## src/rtl/arsup_pkg.sv

```systemverilog
package arsup_pkg;
  typedef enum logic [1:0] {
    ST_START = 2'd0,
    ST_RUN   = 2'd1,
    ST_FAULT = 2'd2,
    ST_HOT   = 2'd3
  } arsup_state_e;
endpackage

```

## src/rtl/arsup_sync.sv

```systemverilog
module arsup_sync #(
  parameter int W      = 4,
  parameter int STAGES = 2
) (
  input  logic         clk,
  input  logic         rst_n,
  input  logic [W-1:0] d,
  output logic [W-1:0] q
);
  logic [W-1:0] stg [STAGES];

  for (genvar i = 0; i < STAGES; i++) begin : g_stage
    if (i == 0) begin : g_first
      always_ff @(posedge clk or negedge rst_n)
        if (!rst_n) stg[0] <= '0;
        else        stg[0] <= d;
    end else begin : g_next
      always_ff @(posedge clk or negedge rst_n)
        if (!rst_n) stg[i] <= '0;
        else        stg[i] <= stg[i-1];
    end
  end

  assign q = stg[STAGES-1];
endmodule

```

## src/rtl/arsup_edge.sv

```systemverilog
module arsup_edge #(
  parameter int W = 2
) (
  input  logic         clk,
  input  logic         rst_n,
  input  logic [W-1:0] lvl,
  output logic [W-1:0] rise
);
  logic [W-1:0] prev;

  always_ff @(posedge clk or negedge rst_n)
    if (!rst_n) prev <= '0;
    else        prev <= lvl;

  assign rise = lvl & ~prev;
endmodule

```

## src/rtl/arsup_seq.sv

```systemverilog
module arsup_seq
  import arsup_pkg::*;
#(
  parameter int CNT_W = 3
) (
  input  logic             clk,
  input  logic             rst_n,
  input  logic             por,
  input  logic             hot,
  input  logic             hi_rise,
  input  logic             lo_rise,
  output arsup_state_e     state,
  output logic [CNT_W-1:0] count,
  output logic             chg,
  output logic             sw
);
  localparam logic [CNT_W-1:0] CNT_LAST = '1;

  always_ff @(posedge clk or negedge rst_n) begin
    if (!rst_n) begin
      state <= ST_START;
      count <= '0;
      chg   <= 1'b1;
    end else if (por) begin
      state <= ST_START;
      count <= '0;
      chg   <= 1'b1;
    end else begin
      unique case (state)
        ST_START: if (hi_rise && !hot) begin
          state <= ST_RUN;
          chg   <= 1'b0;
        end
        ST_RUN: begin
          if (hot) state <= ST_HOT;
          else if (lo_rise) begin
            state <= ST_FAULT;
            count <= '0;
            chg   <= 1'b1;
          end
        end
        ST_FAULT: begin
          if (hot) state <= ST_HOT;
          else if (hi_rise) begin
            chg <= 1'b0;
            if (count == CNT_LAST) begin
              state <= ST_RUN;
              count <= '0;
            end else begin
              count <= count + 1'b1;
            end
          end else if (lo_rise) chg <= 1'b1;
        end
        ST_HOT: begin
          if (!hot) begin
            state <= ST_RUN;
            count <= '0;
            chg   <= 1'b0;
          end else if (hi_rise) chg <= 1'b0;
          else if (lo_rise)     chg <= 1'b1;
        end
        default: state <= ST_START;
      endcase
    end
  end

  assign sw = (state == ST_RUN);
endmodule

```

## src/rtl/arsup_top.sv

```systemverilog
module arsup_top
  import arsup_pkg::*;
#(
  parameter int CNT_W     = 3,
  parameter int SYNC_DEPTH = 2
) (
  input  logic             clk,
  input  logic             rst_n,
  input  logic             sup_above_hi,
  input  logic             sup_below_lo,
  input  logic             sup_below_por,
  input  logic             temp_hot,
  output logic             chg_en,
  output logic             sw_en,
  output logic [1:0]       st_mode,
  output logic [CNT_W-1:0] st_count
);
  logic [3:0]   raw_flags, sync_flags;
  logic [1:0]   rises;
  logic         hi_s, lo_s, por_s, hot_s;
  arsup_state_e state;

  assign raw_flags = {sup_below_por, temp_hot, sup_below_lo, sup_above_hi};

  arsup_sync #(.W(4), .STAGES(SYNC_DEPTH)) u_sync (
    .clk(clk), .rst_n(rst_n), .d(raw_flags), .q(sync_flags)
  );

  assign {por_s, hot_s, lo_s, hi_s} = sync_flags;

  arsup_edge #(.W(2)) u_edge (
    .clk(clk), .rst_n(rst_n), .lvl({lo_s, hi_s}), .rise(rises)
  );

  arsup_seq #(.CNT_W(CNT_W)) u_seq (
    .clk(clk), .rst_n(rst_n), .por(por_s), .hot(hot_s),
    .hi_rise(rises[0]), .lo_rise(rises[1]),
    .state(state), .count(st_count), .chg(chg_en), .sw(sw_en)
  );

  assign st_mode = state;
endmodule

```

## config.mk

```make
export PLATFORM = sky130hd
export DESIGN_NAME = arsup_top
export DESIGN_NICKNAME = d
export VERILOG_FILES = /design/src/rtl/arsup_pkg.sv /design/src/rtl/arsup_sync.sv /design/src/rtl/arsup_edge.sv /design/src/rtl/arsup_seq.sv /design/src/rtl/arsup_top.sv
export SDC_FILE = /design/constraint.sdc
export NUM_CORES = 1
export LEC_CHECK = 0
export ABC_CLOCK_PERIOD_IN_PS = 1850
export BUFFER_PORTS_ARGS = -buffer_cell sky130_fd_sc_hd__buf_2
export CELL_PAD_IN_SITES_DETAIL_PLACEMENT = 1
export CELL_PAD_IN_SITES_GLOBAL_PLACEMENT = 2
export CORE_MARGIN = 1
export CORE_UTILIZATION = 31
export CTS_CLUSTER_SIZE = 8
export DETAILED_ROUTE_END_ITERATION = 6
export PLACE_DENSITY_LB_ADDON = 0.12
export RECOVER_POWER = 25
export SLEW_MARGIN = 25
export SYNTH_ARGS = -nofsm -noshare
export SYNTH_HDL_FRONTEND = slang
export SYNTH_SLANG_ARGS = --single-unit
```

## constraint.sdc

```tcl
create_clock -name clk -period 1.85 [get_ports clk]
set_clock_uncertainty 0.15 [all_clocks]
set_input_delay 0.37 -clock clk [delete_from_list [all_inputs] [get_ports clk]]
set_output_delay 0.37 -clock clk [all_outputs]
set_load 0.01 [all_outputs]
```

==> metrics <==
status complete, no violations; sinks on the clock net 16; Rows 17; Nets 101; max-cap violations 0; top_reg_cell synth dfrtp_1; Die ar. 2630 um^2; Setup CP Type flop to flop; Via Count 562; Critical path origin u_seq.count[1]; Gate Count Post-Synth 62; fraction of layout cells with a size suffix above 1 0.471; die height 51.3 um; final setup fails 0; synthesized area 753 um^2; CTS root buf clkbuf_4; port bufs 12; Seq/Total Area, Yosys 0.533; antenna violations before repair 0; Synth top area share 0.498; Peak VDD IR 0.000575 V; WL final 1660 um; hold_sp sup_above_hi; fin cells 115; RSZ-0062 raised after global routing yes; DRT Pass-1 Iters 4; Die Width 51.3 um; clock tree buffer depth 2; Initial Utilization 0.334; num ports 13; Fillers 260; power density cells 1200 nW/um^2; CTS tree done; FF-to-FF setup slack 0.06 ns; GRT Total Usage 0.144; core area 2250 um^2; Final GP Congestion 0.742; Synth Register Bits 16; Distinct cells, synth 27; M1 wire length 693 um; gr ovfl total 0; crit path launch type flop; vias in the first global route 593; post-route design area 1010 um^2; met3 wire length 36 um; cell taking the most area after synthesis dfrtp_1; CP Data Required Time 1.87 ns; worst r2r src u_seq.count[1]; worst relative slew slack 0.759; wire length per cell 14.4 um; met2 WL post-DR 918 um; fin. max-slew vios 0; ant diodes 0; Num CTS Buffers 3; dpl cell area 898 um^2; largest net degree at the start of global routing 17; Crit path arrival time 1.81 ns; type of the worst min-delay path primary input to flop; HPWL Detailed 1170 um; Vias/cell 4.89; period utilization 0.969; Placed Cells 108; Worst-Skew Late Latency 0.28 ns; top cells by count, synth dfrtp_1, ha_1, a21oi_1, nand2b_1; Post-synth EDFFs 0; highest metal used met4; Syn Nets 75; Fin. Hold Viols 0; Max Clk Rate 558 MHz; Ys Warns 0; residual DRC count 0; Mapped Avg Cell Area 12.1 um^2; min cycle time layout 1.79 ns; top-count cell post-synth dfrtp_1; Least-Margin Pin Slew 0.361 ns; hold path depth 1; Synth area leaders dfrtp_1, ha_1, nand2b_1, a221oi_2, dfstp_2; htree depth 1; antenna-violating nets left 0; CTS clk-pin slew, worst paths 0.09 ns; reg2reg path depth 6; Static Leak 0.456 nW; ys async rst share 1.00; global-route wire length before repair 2680 um; Core Util, Final 0.448; P&R area growth vs syn 34.2%; crit-path max FO 2; crit end category flop; Iteration-0 DRC Markers 3
worst paths after layout:
| kind | end |
|---|---|
| min | u_sync.stg[4] |
| min reg2reg | u_sync.q[1] |
| max reg2reg | u_seq.state[0] |
| max | u_seq.state[0] |
| max in group asynchronous | u_seq.chg |
| min in group asynchronous | u_seq.state[0] |
cell families after synthesis:
kind of cell | after synthesis | share of synthesized area
AO/OA/AOI/OAI | 15 | 0.150
adder cells (fa/ha/maj) | 7 | 0.116
buffers and inverters | 6 | 0.0415
flip-flops | 16 | 0.533
multiplexers | 3 | 0.0415
AND/OR/NAND/NOR | 15 | 0.118
cells in the final DEF, fill, tap and decap left out, drive strengths merged:
master        n
buf          23
dfrtp        15
ha            7
nand2b        5
a21oi         5
clkbuf        4
nor2          3
inv           3
nand3b        2
a221oi        2
mux2i         2
o21bai        1
nand4b        1
nand3         1
nand2         1
a31oi         1
a22oi         1
mux2          1
nor3          1
or3b          1
a21o          1
o21a          1
o22ai         1
o21ai         1
a2bb2oi       1
dlygate4sd3   1
dfstp         1
stage by stage:
step,setup slack (ns),power [mW],setup TNS (ns),hold slack [ns]
after floorplan,-0.00271,0.717,-0.00271,-0.0756
after global placement,0.0359,0.898,0,0.150
after detailed placement,-0.00470,0.909,-0.00470,0.152
after CTS,0.0102,1.16,0,0.0310
after global routing,-0.0108,1.28,-0.0189,0.0234
final,0.0567,1.21,0,0.0427
critical path: stages (launching register included):
cell and delay [ns]:
dfrtp_1 0.40, ha_2 0.20, ha_4 0.16, nand3b_1 0.09, a22oi_2 0.06, a221oi_2 0.28, mux2_1 0.35
final cells by class:
cell class                 instances  area, um^2  area share
inverter                           3        11.3      0.0111
sequential                        16         402       0.397
clock buffer                       4        36.3      0.0359
multi-input combinational         40         364       0.360
timing repair buffer              24         163       0.161
tap                               28        35.0      0.0347
report_power, final:
group	internal, mW	leakage (nW)	switching [mW]
Clock	0.120	0.0210	0.106
Sequential	0.394	0.195	0.0325
Combinational	0.292	0.240	0.266
Total	0.806	0.456	0.405
routing by layer:
metal,track usage,vias to the layer above
met5,0,-
li1,-,268
met2,0.257,7
met1,0.164,285
met3,0.0298,2
met4,0.0676,0
state kept, by name (all words and copies together), names as in the netlist:
name and cells:
u_seq.count 3, u_edge.prev 2, u_sync.stg 4, u_seq.state 2, u_sync.q 4, u_seq.chg 1
what timing repair did:
item                                   in CTS  in global routing
pin swaps                                   1                  2
gates resized for setup                     3                  9
setup endpoints to repair                   2                  4
endpoints found under the hold margin      15                  0
buffers inserted                            1                  1
hold buffers                                1                  0
Note: power is estimated with default switching activity, not from simulation.
